**config.mk**
```make
export PLATFORM = sky130hd
export DESIGN_NAME = dram_cycle_classifier
export DESIGN_NICKNAME = d
export VERILOG_FILES = /design/src/rtl/dcc_pkg.sv /design/src/rtl/dcc_sync.sv /design/src/rtl/dcc_edge.sv /design/src/rtl/dcc_refresh_ctr.sv /design/src/rtl/dcc_classifier.sv /design/src/rtl/dram_cycle_classifier.sv
export SDC_FILE = /design/constraint.sdc
export NUM_CORES = 1
export LEC_CHECK = 0
export BUFFER_PORTS_ARGS = -buffer_cell sky130_fd_sc_hd__clkbuf_2
export CORE_MARGIN = 3
export CORE_UTILIZATION = 59
export DETAILED_ROUTE_END_ITERATION = 10
export PLACE_DENSITY = 0.79
export SLEW_MARGIN = 20
export SYNTH_ARGS = -nofsm -noshare
export SYNTH_HDL_FRONTEND = slang
export SYNTH_SLANG_ARGS = --single-unit
```
**constraint.sdc**
```tcl
create_clock -name clk -period 2.8 [get_ports clk]
set_input_delay 0.56 -clock clk [delete_from_list [all_inputs] [get_ports clk]]
set_output_delay 0.56 -clock clk [all_outputs]
set_load 0.02 [all_outputs]
```
**src/rtl/dcc_pkg.sv**
```systemverilog
`timescale 1ns/1ps
package dcc_pkg;
  localparam int CTRL_W = 4;
  localparam int IX_RAS = 0;
  localparam int IX_CAS = 1;
  localparam int IX_WE  = 2;
  localparam int IX_OE  = 3;

  typedef enum logic [3:0] {
    CK_NONE    = 4'd0,
    CK_READ    = 4'd1,
    CK_EWRITE  = 4'd2,
    CK_OEWRITE = 4'd3,
    CK_RMW     = 4'd4,
    CK_RASONLY = 4'd5,
    CK_CBR     = 4'd6,
    CK_SELF    = 4'd7,
    CK_TEST    = 4'd8,
    CK_HIDDEN  = 4'd9
  } cyc_kind_e;

  typedef enum logic [2:0] {
    ST_IDLE,
    ST_ROW,
    ST_COL,
    ST_HWAIT,
    ST_REF
  } phase_e;
endpackage

```
**src/rtl/dcc_sync.sv**
```systemverilog
`timescale 1ns/1ps
module dcc_sync #(
  parameter int W = 4,
  parameter logic [W-1:0] RST_VAL = '0
) (
  input  logic         clk,
  input  logic         rst_n,
  input  logic [W-1:0] d,
  output logic [W-1:0] q
);
  for (genvar i = 0; i < W; i++) begin : g_bit
    logic meta_q;
    logic stab_q;
    always_ff @(posedge clk or negedge rst_n) begin
      if (!rst_n) begin
        meta_q <= RST_VAL[i];
        stab_q <= RST_VAL[i];
      end else begin
        meta_q <= d[i];
        stab_q <= meta_q;
      end
    end
    assign q[i] = stab_q;
  end
endmodule

```
**src/rtl/dcc_edge.sv**
```systemverilog
`timescale 1ns/1ps
module dcc_edge #(
  parameter int W = 4,
  parameter logic [W-1:0] RST_VAL = '1
) (
  input  logic         clk,
  input  logic         rst_n,
  input  logic [W-1:0] cur,
  output logic [W-1:0] prv,
  output logic [W-1:0] fall,
  output logic [W-1:0] rise
);
  logic [W-1:0] prv_q;

  always_ff @(posedge clk or negedge rst_n) begin
    if (!rst_n) prv_q <= RST_VAL;
    else        prv_q <= cur;
  end

  assign prv  = prv_q;
  assign fall = prv_q & ~cur;
  assign rise = ~prv_q & cur;
endmodule

```
**src/rtl/dcc_refresh_ctr.sv**
```systemverilog
`timescale 1ns/1ps
module dcc_refresh_ctr #(
  parameter int W = 12
) (
  input  logic         clk,
  input  logic         rst_n,
  input  logic         adv,
  output logic [W-1:0] cnt
);
  logic [W-1:0] cnt_q, cnt_n;

  always_comb begin
    cnt_n = cnt_q;
    if (adv) cnt_n = cnt_q + 1'b1;
  end

  always_ff @(posedge clk or negedge rst_n) begin
    if (!rst_n) cnt_q <= '0;
    else        cnt_q <= cnt_n;
  end

  assign cnt = cnt_q;
endmodule

```
**src/rtl/dcc_classifier.sv**
```systemverilog
`timescale 1ns/1ps
module dcc_classifier
  import dcc_pkg::*;
#(
  parameter int AW       = 12,
  parameter int CW       = 10,
  parameter int SELF_CYC = 20000
) (
  input  logic              clk,
  input  logic              rst_n,
  input  logic [CTRL_W-1:0] lvl,
  input  logic [CTRL_W-1:0] prv,
  input  logic [CTRL_W-1:0] fall,
  input  logic [CTRL_W-1:0] rise,
  input  logic [AW-1:0]     addr,
  input  logic [AW-1:0]     ref_row,
  output logic              ref_adv,
  output logic              cyc_valid,
  output logic [3:0]        cyc_type,
  output logic [AW-1:0]     cyc_row,
  output logic [CW-1:0]     cyc_col
);
  localparam int CNT_W = $clog2(SELF_CYC + 1);
  localparam logic [CNT_W-1:0] SELF_LIM = CNT_W'(SELF_CYC);

  phase_e           st_q, st_n;
  logic [AW-1:0]    row_q, row_n;
  logic [CW-1:0]    col_q, col_n;
  logic             early_q, early_n;
  logic             late_q, late_n;
  logic             oe_seen_q, oe_seen_n;
  logic             seen_cas_q, seen_cas_n;
  cyc_kind_e        rk_q, rk_n;
  logic [CNT_W-1:0] lc_q, lc_n;
  logic             v_q, v_n;
  cyc_kind_e        k_q, k_n;
  logic [AW-1:0]    orow_q, orow_n;
  logic [CW-1:0]    ocol_q, ocol_n;

  logic ras_f, ras_r, cas_f, cas_r, we_f;
  logic late_now;
  cyc_kind_e acc_k;
  cyc_kind_e ref_k;
  logic edge_unused;

  assign ras_f = fall[IX_RAS];
  assign ras_r = rise[IX_RAS];
  assign cas_f = fall[IX_CAS];
  assign cas_r = rise[IX_CAS];
  assign we_f  = fall[IX_WE];
  assign edge_unused = ^{fall[IX_OE], rise[IX_WE], rise[IX_OE],
                         prv[IX_RAS], prv[IX_WE], prv[IX_OE]};

  // a write enable fall inside the column pulse marks a late write
  assign late_now = late_q | (we_f & ~early_q);

  always_comb begin
    if (early_q)       acc_k = CK_EWRITE;
    else if (late_now) acc_k = oe_seen_q ? CK_RMW : CK_OEWRITE;
    else               acc_k = CK_READ;
  end

  always_comb begin
    if (rk_q == CK_CBR && lc_q >= SELF_LIM) ref_k = CK_SELF;
    else                                    ref_k = rk_q;
  end

  always_comb begin
    st_n       = st_q;
    row_n      = row_q;
    col_n      = col_q;
    early_n    = early_q;
    late_n     = late_q;
    oe_seen_n  = oe_seen_q;
    seen_cas_n = seen_cas_q;
    rk_n       = rk_q;
    lc_n       = lc_q;
    v_n        = 1'b0;
    k_n        = k_q;
    orow_n     = orow_q;
    ocol_n     = ocol_q;
    ref_adv    = 1'b0;

    case (st_q)
      ST_IDLE, ST_HWAIT: begin
        if (ras_f) begin
          lc_n = CNT_W'(1);
          if (st_q == ST_HWAIT) begin
            rk_n    = CK_HIDDEN;
            row_n   = ref_row;
            ref_adv = 1'b1;
            st_n    = ST_REF;
          end else if (prv[IX_CAS]) begin
            row_n      = addr;
            seen_cas_n = 1'b0;
            st_n       = ST_ROW;
          end else if (!lvl[IX_WE]) begin
            rk_n  = CK_TEST;
            row_n = '0;
            st_n  = ST_REF;
          end else begin
            rk_n    = CK_CBR;
            row_n   = ref_row;
            ref_adv = 1'b1;
            st_n    = ST_REF;
          end
        end else if (st_q == ST_HWAIT && cas_r) begin
          st_n = ST_IDLE;
        end
      end

      ST_ROW: begin
        if (cas_f) begin
          col_n      = addr[CW-1:0];
          early_n    = ~lvl[IX_WE];
          late_n     = 1'b0;
          oe_seen_n  = 1'b0;
          seen_cas_n = 1'b1;
          st_n       = ST_COL;
        end else if (ras_r) begin
          if (!seen_cas_q) begin
            v_n    = 1'b1;
            k_n    = CK_RASONLY;
            orow_n = row_q;
            ocol_n = '0;
          end
          st_n = ST_IDLE;
        end
      end

      ST_COL: begin
        late_n = late_now;
        if (!lvl[IX_OE] && !late_now) oe_seen_n = 1'b1;
        if (cas_r || ras_r) begin
          v_n    = 1'b1;
          k_n    = acc_k;
          orow_n = row_q;
          ocol_n = col_q;
          st_n   = cas_r ? ST_ROW : ST_HWAIT;
        end
      end

      ST_REF: begin
        if (ras_r) begin
          v_n    = 1'b1;
          k_n    = ref_k;
          orow_n = row_q;
          ocol_n = '0;
          st_n   = (rk_q == CK_HIDDEN && !lvl[IX_CAS]) ? ST_HWAIT : ST_IDLE;
        end else if (!lvl[IX_RAS] && lc_q != SELF_LIM) begin
          lc_n = lc_q + 1'b1;
        end
      end

      default: st_n = ST_IDLE;
    endcase
  end

  always_ff @(posedge clk or negedge rst_n) begin
    if (!rst_n) begin
      st_q       <= ST_IDLE;
      row_q      <= '0;
      col_q      <= '0;
      early_q    <= 1'b0;
      late_q     <= 1'b0;
      oe_seen_q  <= 1'b0;
      seen_cas_q <= 1'b0;
      rk_q       <= CK_NONE;
      lc_q       <= '0;
      v_q        <= 1'b0;
      k_q        <= CK_NONE;
      orow_q     <= '0;
      ocol_q     <= '0;
    end else begin
      st_q       <= st_n;
      row_q      <= row_n;
      col_q      <= col_n;
      early_q    <= early_n;
      late_q     <= late_n;
      oe_seen_q  <= oe_seen_n;
      seen_cas_q <= seen_cas_n;
      rk_q       <= rk_n;
      lc_q       <= lc_n;
      v_q        <= v_n;
      k_q        <= k_n;
      orow_q     <= orow_n;
      ocol_q     <= ocol_n;
    end
  end

  assign cyc_valid = v_q;
  assign cyc_type  = k_q;
  assign cyc_row   = orow_q;
  assign cyc_col   = ocol_q;
endmodule

```
**src/rtl/dram_cycle_classifier.sv**
```systemverilog
`timescale 1ns/1ps
module dram_cycle_classifier
  import dcc_pkg::*;
#(
  parameter int ADDR_W   = 12,
  parameter int COL_W    = 10,
  parameter int SELF_CYC = 20000
) (
  input  logic              clk,
  input  logic              rst_n,
  input  logic              row_strobe_n,
  input  logic              col_strobe_n,
  input  logic              wr_en_n,
  input  logic              out_en_n,
  input  logic [ADDR_W-1:0] mux_addr,
  output logic              cyc_valid,
  output logic [3:0]        cyc_type,
  output logic [ADDR_W-1:0] cyc_row,
  output logic [COL_W-1:0]  cyc_col
);
  logic [CTRL_W-1:0] ctrl_raw, ctrl_s, ctrl_p, ctrl_f, ctrl_r;
  logic [ADDR_W-1:0] addr_s;
  logic [ADDR_W-1:0] ref_cnt;
  logic              ref_adv;

  assign ctrl_raw = {out_en_n, wr_en_n, col_strobe_n, row_strobe_n};

  dcc_sync #(.W(CTRL_W), .RST_VAL({CTRL_W{1'b1}})) u_sync_ctrl (
    .clk(clk), .rst_n(rst_n), .d(ctrl_raw), .q(ctrl_s));

  dcc_sync #(.W(ADDR_W), .RST_VAL({ADDR_W{1'b0}})) u_sync_addr (
    .clk(clk), .rst_n(rst_n), .d(mux_addr), .q(addr_s));

  dcc_edge #(.W(CTRL_W), .RST_VAL({CTRL_W{1'b1}})) u_edge (
    .clk(clk), .rst_n(rst_n), .cur(ctrl_s), .prv(ctrl_p),
    .fall(ctrl_f), .rise(ctrl_r));

  dcc_refresh_ctr #(.W(ADDR_W)) u_rctr (
    .clk(clk), .rst_n(rst_n), .adv(ref_adv), .cnt(ref_cnt));

  dcc_classifier #(.AW(ADDR_W), .CW(COL_W), .SELF_CYC(SELF_CYC)) u_cls (
    .clk(clk), .rst_n(rst_n),
    .lvl(ctrl_s), .prv(ctrl_p), .fall(ctrl_f), .rise(ctrl_r),
    .addr(addr_s), .ref_row(ref_cnt), .ref_adv(ref_adv),
    .cyc_valid(cyc_valid), .cyc_type(cyc_type),
    .cyc_row(cyc_row), .cyc_col(cyc_col));
endmodule

```
# ---- After elaboration in Yosys (flattened, before gate mapping)
# Index checks and enable logic that the tools add are counted.
dict set report classes {
  n_addsub 2
  magnitude_cmp 1
  n_eq_ne 22
  mux 63
  bitwise 8
  reduce_logical 25
}
# cell n
set op_table {}
lappend op_table {{two-way mux 12 bit} 8}
lappend op_table {{two-way mux 10 bit} 5}
lappend op_table {{two-way mux 15 bit} 3}
lappend op_table {{two-way mux 4 bit} 11}
lappend op_table {{one-hot mux 12 bit (3 select lines)} 1}
lappend op_table {{one-hot mux 10 bit (3 select lines)} 1}
lappend op_table {{one-hot mux 15 bit (2 select lines)} 1}
lappend op_table {{two-way mux 3 bit} 9}
lappend op_table {{!= test 2 bit (second input constant)} 9}
lappend op_table {{two-way mux 1 bit} 16}
lappend op_table {{adder 15 x 1 -> 15 bit (second input constant)} 1}
lappend op_table {{>= comparator 15 bit (second input constant)} 1}
lappend op_table {{!= test 15 bit (second input constant)} 1}
lappend op_table {{adder 12 x 1 -> 12 bit (second input constant)} 1}
lappend op_table {{one-hot mux 3 bit (4 select lines)} 1}
lappend op_table {{one-hot mux 4 bit (3 select lines)} 1}
lappend op_table {{!= test 2 x 1 -> 1 bit (second input constant)} 4}
lappend op_table {{AND reduction 4 bit} 2}
lappend op_table {{== test 3 x 2 -> 1 bit (second input constant)} 2}
lappend op_table {{one-hot mux 1 bit (2 select lines)} 3}
lappend op_table {{AND reduction 2 bit} 3}
lappend op_table {{AND reduction 3 bit} 2}
lappend op_table {{AND reduction 6 bit} 1}
lappend op_table {{nonzero test 2 bit} 3}
lappend op_table {{other kinds (22)} 31}
dict set report word_totals {
  regBits 122
  inputBits 18
}

# ---- Depth between registers and ports, before layout
# Gate-level depths: netlist of the first run.
dict set report logic_depth {
  depth_word 8
  depth_mapped 7
  depth_no_buf 6
}

# ---- Modules after synthesis
# From an unflattened synthesis of the first run, not the netlist that was laid out.
dict set report hier_totals {
  hier_cells 442
  hier_area_um2 4993.5
}
# mod instances cells_per_inst area_per_inst_um2
set modules_own_cells {}
lappend modules_own_cells {dcc_classifier 1 336 3340.7}
lappend modules_own_cells {{dcc_sync at u_sync_addr} 1 36 690.7}
lappend modules_own_cells {dcc_refresh_ctr 1 46 546.8}
lappend modules_own_cells {{dcc_sync at u_sync_ctrl} 1 12 240.2}
lappend modules_own_cells {dcc_edge 1 12 175.2}

# ---- Least setup slack after synthesis of the first run
# Ideal clock, no wire load.
dict set report synth_timing {
  kind {reg-to-reg}
  startpoint {register u_sync_ctrl.g_bit[0].stab_q}
  endpoint {register u_cls.orow_q[10] (netlist: u_cls.cyc_row[10])}
  setup_ns 0.125
  arrival_time_ns 1.861
  slack_ns 0.813
  stages_incl_launch_ff 7
  path_buffers 1
  cell_sequence {dfstp_2 -> nand2b_1 -> or4_1 -> o21ai_2 -> a22oi_4 -> buf_6 -> mux2_4}
}
dict set report synth_via {
  elab_chain_cells 4
}
# element line_no
set synth_lines {}
lappend synth_lines {{start, declared} dcc_sync.sv:13} ;# logic stab_q;
lappend synth_lines {{start signal, assigned} dcc_sync.sv:17} ;# stab_q <= RST_VAL[i];
lappend synth_lines {{start signal, assigned} dcc_sync.sv:20} ;# stab_q <= meta_q;
lappend synth_lines {{AND 2 bit *} dcc_edge.sv:22} ;# assign rise = ~prv_q & cur;
lappend synth_lines {{logical OR 1 bit} dcc_classifier.sv:134} ;# if (cas_r || ras_r) begin
lappend synth_lines {{!= test 2 x 1 -> 1 bit (no source line)} --}
lappend synth_lines {{AND reduction 6 bit (no source line) *} --}
lappend synth_lines {{end signal, assigned} dcc_classifier.sv:186} ;# orow_q <= orow_n;
lappend synth_lines {{end, declared} dcc_classifier.sv:37} ;# logic [AW-1:0] orow_q, orow_n;
# Mark *: on every way between the ends. The rest lies on a longest branch, timed or not.
# A chain may end at the register's enable or synchronous reset.

# ---- Worst setup path in the final report of the first run
dict set report layout_timing {
  startpoint {register u_cls.st_q[0]}
  endpoint {register u_rctr.cnt_q[9] (netlist: u_rctr.cnt[9])}
}
dict set report layout_via {
  elab_chain_cells 4
}
# element line_no
set layout_lines {}
lappend layout_lines {{start, declared} dcc_classifier.sv:26} ;# phase_e st_q, st_n;
lappend layout_lines {{start signal, assigned} dcc_classifier.sv:175} ;# st_q <= st_n;
lappend layout_lines {{== test 3 x 2 -> 1 bit} {dcc_classifier.sv:84, dcc_classifier.sv:88}}
lappend layout_lines {{two-way mux 1 bit} dcc_classifier.sv:88} ;# if (st_q == ST_HWAIT) begin
lappend layout_lines {{two-way mux 1 bit} dcc_classifier.sv:86} ;# if (ras_f) begin
lappend layout_lines {{two-way mux 1 bit *} dcc_classifier.sv:84} ;# case (st_q)
lappend layout_lines {{end signal, assigned} dcc_refresh_ctr.sv:19} ;# else cnt_q <= cnt_n;
lappend layout_lines {{end, declared} dcc_refresh_ctr.sv:10} ;# logic [W-1:0] cnt_q, cnt_n;
# Marked as above.

==> results of run 1 <==
==> worst max-delay path, delay by kind of cell, from the launching register on <==
| family | cells | cell delay, ps |
|---|---|---|
| AOI/OAI and AO/OA | 1 | 260 |
| xor gates and xnor gates | 1 | 170 |
| buffers and inverters | 1 | 270 |
| DFF | 1 | 620 |
| and+or+nand+nor | 3 | 900 |
==> through the flow <==
stage | instance area (um2) | utilization | hold slack, ps | worst slack, ps | cells
2_1_floorplan | 4955 | - | 264.4 | 813.5 | 413
3_3_place_gp | 5301 | 0.6687 | 332.0 | 454.0 | 549
3_5_place_dp | 5301 | 0.6687 | 334.7 | 375.2 | 549
4_1_cts | 5899 | 0.7442 | 66.37 | 367.6 | 581
5_1_grt | 5927 | 0.7476 | 97.55 | 272.1 | 582
6_report | 5927 | 0.7476 | 65.86 | 446.7 | 582
==> cells in the mapped netlist, types with 4 or more instances <==
| cell type | n | share of area |
|---|---|---|
| sky130_fd_sc_hd__xnor2_1 | 12 | 0.021 |
| sky130_fd_sc_hd__a21oi_1 | 9 | 0.0091 |
| sky130_fd_sc_hd__mux2_2 | 19 | 0.043 |
| sky130_fd_sc_hd__nand3_1 | 10 | 0.010 |
| sky130_fd_sc_hd__nor2b_1 | 7 | 0.0088 |
| sky130_fd_sc_hd__dfstp_2 | 11 | 0.058 |
| sky130_fd_sc_hd__dfrtp_1 | 110 | 0.56 |
| sky130_fd_sc_hd__clkbuf_1 | 13 | 0.0098 |
| sky130_fd_sc_hd__a221oi_1 | 12 | 0.021 |
| sky130_fd_sc_hd__and2_1 | 5 | 0.0063 |
| sky130_fd_sc_hd__nor2_1 | 57 | 0.043 |
| sky130_fd_sc_hd__inv_1 | 19 | 0.014 |
| sky130_fd_sc_hd__nand2b_1 | 8 | 0.010 |
| sky130_fd_sc_hd__nand2_1 | 25 | 0.019 |
| sky130_fd_sc_hd__mux2_4 | 7 | 0.021 |
| sky130_fd_sc_hd__mux2i_1 | 15 | 0.030 |
| sky130_fd_sc_hd__xor2_1 | 12 | 0.021 |
| sky130_fd_sc_hd__o21ai_0 | 8 | 0.0081 |
| sky130_fd_sc_hd__buf_2 | 4 | 0.0040 |
| sky130_fd_sc_hd__and3_1 | 8 | 0.010 |
| sky130_fd_sc_hd__nand4_1 | 7 | 0.0088 |
==> registers in the layout, summed over array words and instances, names as in the netlist, 3 cells and up <==
signal / flops
u_cls.col_q: 10
u_cls.cyc_col: 10
u_cls.cyc_row: 12
u_cls.cyc_type: 4
u_cls.lc_q: 15
u_cls.rk_q: 3
u_cls.row_q: 12
u_cls.st_q: 3
u_edge.prv: 3
u_rctr.cnt: 12
u_sync_addr.g_bit.meta_q: 12
u_sync_addr.g_bit.stab_q: 12
u_sync_ctrl.g_bit.meta_q: 4
u_sync_ctrl.g_bit.stab_q: 4
==> cell families (layout without fill, tap and decap cells) <==
family	after synthesis	in the layout	synth area share
simple gates	142	142	0.1432
flops	121	121	0.6139
compound gates	43	43	0.06465
mux	42	42	0.09697
buf+inv	38	105	0.03131
xor+xnor	24	24	0.04242
fa+ha+maj	3	3	0.007577
==> layout by cell type (no fill, tap or decap), types with 11 or more instances in the layout <==
| cell type | instances |
|---|---|
| sky130_fd_sc_hd__xor2_1 | 12 |
| sky130_fd_sc_hd__mux2i_1 | 15 |
| sky130_fd_sc_hd__dfstp_2 | 11 |
| sky130_fd_sc_hd__nand2_1 | 25 |
| sky130_fd_sc_hd__clkbuf_16 | 16 |
| sky130_fd_sc_hd__mux2_2 | 19 |
| sky130_fd_sc_hd__inv_1 | 19 |
| sky130_fd_sc_hd__a221oi_1 | 12 |
| sky130_fd_sc_hd__nor2_1 | 57 |
| sky130_fd_sc_hd__xnor2_1 | 12 |
| sky130_fd_sc_hd__clkbuf_2 | 43 |
| sky130_fd_sc_hd__dfrtp_1 | 110 |
==> cell type report <==
cell class / instances / area [um2]
clock buffer: 19 / 441.7
clock inverter: 13 / 156.4
fill: 520 / 2001
inverter: 19 / 71.32
multi-input combinational: 254 / 1758
sequential: 121 / 3042
tap: 102 / 127.6
timing repair buffer: 54 / 330.3
==> report_power, final <==
group	switching [mW]	internal, mW
clock network	0.839	1.34
logic	0.702	0.600
registers	0.321	2.16
==> per-layer routing <==
| metal | vias to the layer above | track usage |
|---|---|---|
| met5 | - | 0 |
| met1 | 1649 | 0.2767 |
| li1 | 1518 | - |
| met3 | 20 | 0.05456 |
| met4 | 0 | 0.1065 |
| met2 | 91 | 0.3869 |
==> worst max path at each step <==
stage                                      startpoint           endpoint  slack (ps)
after floorplan           u_sync_ctrl.g_bit[0].stab_q  u_cls.cyc_row[10]         810
after global placement                  u_edge.prv[1]  u_cls.cyc_row[11]         450
after detailed placement                u_edge.prv[0]   u_cls.cyc_row[1]         380
after CTS                               u_edge.prv[0]   u_cls.cyc_row[1]         370
after global routing                    u_cls.st_q[0]      u_rctr.cnt[9]         270
final                                   u_cls.st_q[0]      u_rctr.cnt[9]         450
==> reports/summary.json, run 1 <==
{
  "postSynth.asyncResetShare": 1.000,
  "synth_cells": 413,
  "headroom_to_the_max_slew_limit": 0.5368,
  "floorplan.die_area_mm2": 0.009534,
  "floorplan.die.width_um": 97.64,
  "largest_clock_skew_in_the_final_design_ps": 11.34,
  "crit_slowest_cell": "sky130_fd_sc_hd__dfrtp_1",
  "post-route-period-util": 0.8405,
  "clock_insertion_delay_worst_skew_ps": 520,
  "grt_max_degree": 49,
  "route.detailed.vias_per_inst": 5.632,
  "grt_pass1_wl_mm": 17.07,
  "routedWlPerCell_um": 17.26,
  "synth-edff-count": 0,
  "min_path_type": "in -> async",
  "leakage_nw": 2.843,
  "post_route_cells_drive_above_1_share": 0.2688,
  "grt_usage": 0.2288,
  "io_pins": 45,
  "netlist-cell-type-count": 46,
  "gr-total-overflow": 0,
  "fmax_mhz": 424.9,
  "cts_buffers": 17,
  "cts_clock_pin_slew_for_the_worst_setup_and_hold_paths_ps": 60,
  "cts_root_buf": "sky130_fd_sc_hd__clkbuf_8",
  "final_net_count": 488,
  "tritoncts": "done",
  "drt-initial-drc-count": 164,
  "worst-slew-pin-transition_ps": 694.7,
  "worstSetupStartpointType": "flop",
  "antenna_found_initial": 0,
  "clock_tree.htree_level_count": 4,
  "ant_nets": 0,
  "postSynthRegisterBits": 121,
  "grt_pass1_vias": 3528,
  "drv_cap": 0,
  "wl_met3_um": 407,
  "seq_area_frac_synth": 0.6139,
  "worst-path-max-fanout": 15,
  "tritoncts_num_sinks": 121,
  "power_mw": 5.962,
  "post_cts_resize_count": 0,
  "timing.critical_path.cells": "nand3b_1, o21ai_0, buf_4, nor4b_2, nand3_1, xnor2_1",
  "clockBufferDepth": 2,
  "placeableCoreArea_mm2": 0.007928,
  "finalSetupViolations": 0,
  "grt_setup_unrepaired": "no",
  "flow.area_growth_from_synthesis_pct": 19.62,
  "ys.flop_type": "sky130_fd_sc_hd__dfrtp_1",
  "vdd_ir_drop_max_mv": 0.5694,
  "timing.critical_path.required_ps": 3190,
  "timing.final.max_slew_violations": 0,
  "setup.worst_path.class": "reg -> reg",
  "cts_post_setup_buffers_inserted": 0,
  "wl_met1_mm": 4.053,
  "regToRegStartpoint": "u_cls.st_q[0]",
  "num_antenna_cells": 0,
  "reg2reg_slack_ps": 450,
  "r2r_cells": 6,
  "regToRegEndpoint": "u_rctr.cnt[9]",
  "min_period_ps": 2353,
  "yosys_warnings": 0,
  "drc": 0,
  "postCtsHoldBufs": 0,
  "route.top_layer_used": "met4",
  "synthesis.nets": 434,
  "hold_viol": 0,
  "detailroute.wirelength.met2_mm": 5.353,
  "rows": 32,
  "buffer_ports.inserted": 44,
  "power_density_mw_per_mm2": 1006,
  "outcome": "finished, final reports clean",
  "finalWirelength_mm": 10.04,
  "timing.critical_path.arrival_ps": 2750,
  "synthesis.area_mm2": 0.004955,
  "worst_stage_delay_on_the_critical_path_ps": 620,
  "finalWeightedCongestion": 0.8898,
  "vias": 3278,
  "critPathCaptureType": "flop",
  "floorplan.initialDensity": 0.6250,
  "post-dp-hpwl_mm": 6.377,
  "dieHeight_um": 97.64,
  "first_pass_iters": 4,
  "syn_area_per_cell_um2": 12.00,
  "fin_tns_setup_ps": 0
}
No activity file was read; power rests on OpenSTA's default activity.
==> inputs of run 2 (changes only) <==
CORE_UTILIZATION = 53   (was 59)
PLACE_DENSITY = 0.75   (was 0.79)
clock period = 2 ns   (was 2.8 ns; I/O delays follow)
==> reports/summary.json, run 2 (same netlist as run 1, synthesis figures left out) <==
{
  "outcome": "finished, final reports clean",
  "antenna_found_initial": {"value": 0, "change": "unchanged"},
  "leakage": {"value": 3.046, "unit": "nW", "change": "+7.2%"},
  "vdd_ir_drop_max": {"value": 0.7069, "unit": "mV", "change": "+24%"},
  "worst-path-max-fanout": {"value": 18, "change": "+3"},
  "grt_pass1_vias": {"value": 3779, "change": "+7.1%"},
  "fin_tns_setup": {"value": 0, "unit": "ps", "change": "unchanged"},
  "post_dp_cell_area": {"value": 0.005522, "unit": "mm2", "change": "+4.2%"},
  "filler_cell_count": {"value": 604, "change": "+16%"},
  "mostFrequentLayoutCells": "110 x sky130_fd_sc_hd__dfrtp_1, 57 x sky130_fd_sc_hd__nor2_1, 43 x sky130_fd_sc_hd__clkbuf_2",
  "rows": {"value": 34, "change": "+6.3%"},
  "grt_usage": {"value": 0.2385, "change": "+0.009701"},
  "setup.worst_path.class": "reg -> reg",
  "io_pins": {"value": 45, "change": "unchanged"},
  "power_density": {"value": 1345, "unit": "mW/mm2", "change": "+34%"},
  "cts_buffers": {"value": 17, "change": "unchanged"},
  "regToRegStartpoint": "u_sync_ctrl.g_bit[0].stab_q",
  "route.detailed.vias_per_inst": {"value": 5.538, "change": "-1.7%"},
  "tritoncts": "done",
  "dieHeight": {"value": 102.7, "unit": "um", "change": "+5.2%"},
  "power_frac_seq": {"value": 0.405, "change": "-0.012"},
  "clock_insertion_delay_worst_skew": {"value": 520, "unit": "ps", "change": "about the same"},
  "finalWeightedCongestion": {"value": 0.8405, "change": "-5.5%"},
  "routedWlPerCell": {"value": 18.13, "unit": "um", "change": "+5.1%"},
  "hold_viol": {"value": 0, "change": "unchanged"},
  "worstHoldStart": "u_sync_addr.g_bit[2].meta_q",
  "grt.met1_usage": {"value": 0.2772, "change": "+0.0005230"},
  "global_route.usage.met3": {"value": 0.05819, "change": "+0.003628"},
  "vias": {"value": 3500, "change": "+6.8%"},
  "timing.final.max_slew_violations": {"value": 0, "change": "unchanged"},
  "min_path_type": "reg -> reg",
  "floorplan.die_area": {"value": 0.01055, "unit": "mm2", "change": "+11%"},
  "cts_root_buf": "sky130_fd_sc_hd__clkbuf_8",
  "finalWirelength": {"value": 11.46, "unit": "mm", "change": "+14%"},
  "post-route-period-util": {"value": 0.9541, "change": "+0.1136"},
  "crit_path_start": "u_sync_ctrl.g_bit[0].stab_q",
  "clockPowerShare": {"value": 0.352, "change": "-0.013"},
  "clockBufferDepth": {"value": 2, "change": "unchanged"},
  "grt_pass1_wl": {"value": 18.77, "unit": "mm", "change": "+9.9%"},
  "largest_clock_skew_in_the_final_design": {"value": 7.903, "unit": "ps", "change": "-3.440 ps"},
  "finish.instance_area": {"value": 0.006336, "unit": "mm2", "change": "+6.9%"},
  "grt_setup_unrepaired": "yes",
  "layout_commonest_cell": "sky130_fd_sc_hd__dfrtp_1",
  "buffer_ports.inserted": {"value": 44, "change": "unchanged"},
  "finalSetupViolations": {"value": 0, "change": "unchanged"},
  "gr-usage-met2": {"value": 0.4171, "change": "+0.03015"},
  "flow.area_growth_from_synthesis_pct": 27.88,
  "headroom_to_the_max_slew_limit": {"value": 0.6850, "change": "+0.1481"},
  "min_period": {"value": 1908, "unit": "ps", "change": "-445.1 ps"},
  "tritoncts_num_sinks": {"value": 121, "change": "unchanged"},
  "final_net_count": {"value": 532, "change": "+9.0%"},
  "ant_nets": {"value": 0, "change": "unchanged"},
  "most_flops_register": "u_cls.lc_q",
  "drc": {"value": 0, "change": "unchanged"},
  "switching_share": {"value": 0.3103, "change": "-0.002068"},
  "worstSetupStartpointType": "flop",
  "net-switching-power": {"value": 2.644, "unit": "mW", "change": "+42%"},
  "floorplan.initialDensity": {"value": 0.5573, "change": "-0.06772"},
  "cts_clock_pin_slew_for_the_worst_setup_and_hold_paths": {"value": 60, "unit": "ps", "change": "about the same"},
  "drv_cap": {"value": 0, "change": "unchanged"},
  "drt-initial-drc-count": {"value": 178, "change": "+8.5%"},
  "gr-total-overflow": {"value": 0, "change": "unchanged"},
  "largest_register_ffs": {"value": 15, "change": "unchanged"},
  "fmax": {"value": 524.1, "unit": "MHz", "change": "+23%"},
  "critPathCaptureType": "flop",
  "post-dp-hpwl": {"value": 7.110, "unit": "mm", "change": "+12%"},
  "grt_max_degree": {"value": 38, "change": "-22%"},
  "p_int": {"value": 5.875, "unit": "mW", "change": "+43%"},
  "timing.critical_path.required": {"value": 2410, "unit": "ps", "change": "-780 ps"},
  "power.combinational.fraction": {"value": 0.243, "change": "+0.025"},
  "timing.critical_path.arrival": {"value": 2310, "unit": "ps", "change": "-440 ps"},
  "num_antenna_cells": {"value": 0, "change": "unchanged"},
  "globalRoute.busiestLayer": "met2",
  "post_route_cells_drive_above_1_share": {"value": 0.3034, "change": "+0.03469"},
  "finalCoreUtilization": {"value": 0.7126, "change": "-0.03500"},
  "first_pass_iters": {"value": 4, "change": "unchanged"},
  "clock_tree.htree_level_count": {"value": 4, "change": "unchanged"},
  "placeableCoreArea": {"value": 0.008891, "unit": "mm2", "change": "+12%"},
  "worst-slew-pin-transition": {"value": 472.5, "unit": "ps", "change": "-222.2 ps"},
  "floorplan.die.width": {"value": 102.7, "unit": "um", "change": "+5.2%"}
}
run 2: stage by stage:
stage / hold slack (ps) / cells / total power, mW / setup WS [ps]
6_report: 346.2 / 632 / 8.519 / 91.80
5_1_grt: 351.5 / 632 / 8.895 / -6.720
4_1_cts: 348.2 / 630 / 8.507 / 8.043
3_5_place_dp: 334.7 / 580 / 5.419 / -97.38
3_3_place_gp: 332.9 / 580 / 5.338 / -34.23
2_1_floorplan: 104.4 / 413 / 4.660 / 13.46
run 2: metal layers:
metal | vias up | wire, um
met3 | 25 | 388
met4 | 0 | 331
met1 | 1774 | 4718
met2 | 90 | 6022
met5 | - | 0
li1 | 1611 | -
run 2: layout make-up:
cell class	count	area (um2)	area share
flip-flops and latches	121	3042	0.4801
inverters	19	71.32	0.01126
repair buffers	98	720.7	0.1137
clock buffers	20	445.4	0.07030
clock inverters	12	140.1	0.02212
multi-input cells	254	1782	0.2812
well taps	108	135.1	0.02133
run 2: power by group through the flow:
| stage | clock network (mW) | registers (mW) | logic [mW] |
|---|---|---|---|
| 3_5_place_dp | 0 | 3.46 | 1.96 |
| 2_1_floorplan | 0 | 3.56 | 1.10 |
| 5_1_grt | 3.13 | 3.52 | 2.25 |
| 6_report | 3.00 | 3.45 | 2.07 |
| 4_1_cts | 3.02 | 3.44 | 2.05 |
| 3_3_place_gp | 0 | 3.44 | 1.90 |
run 2: worst paths after layout:
| check | cells past startpoint | slack [ps] | end |
|---|---|---|---|
| min | 0 | 350 | u_sync_addr.g_bit[2].stab_q |
| min reg2reg | 0 | 350 | u_sync_addr.g_bit[2].stab_q |
| max reg2reg | 6 | 90 | u_cls.cyc_row[6] |
| max | 6 | 90 | u_cls.cyc_row[6] |
| min in group asynchronous | 2 | 370 | u_cls.late_q |
| max in group asynchronous | 3 | 940 | u_sync_ctrl.g_bit[2].stab_q |
run 2: worst max-delay path, stage by stage, from the launching register on:
cell,delay [ps]
sky130_fd_sc_hd__dfstp_2,540
sky130_fd_sc_hd__nand2b_1,80
sky130_fd_sc_hd__or4_1,520
sky130_fd_sc_hd__o21ai_2,100
sky130_fd_sc_hd__a22oi_4,80
sky130_fd_sc_hd__buf_12,170
sky130_fd_sc_hd__mux2_4,300
run 2: what timing repair did:
action,in CTS,in global routing
endpoints found under the setup margin,35,10
hold endpoints to repair,46,0
pin swaps,1,1
setup buffers,1,2
hold buffers,17,0
gates resized for setup,2,4
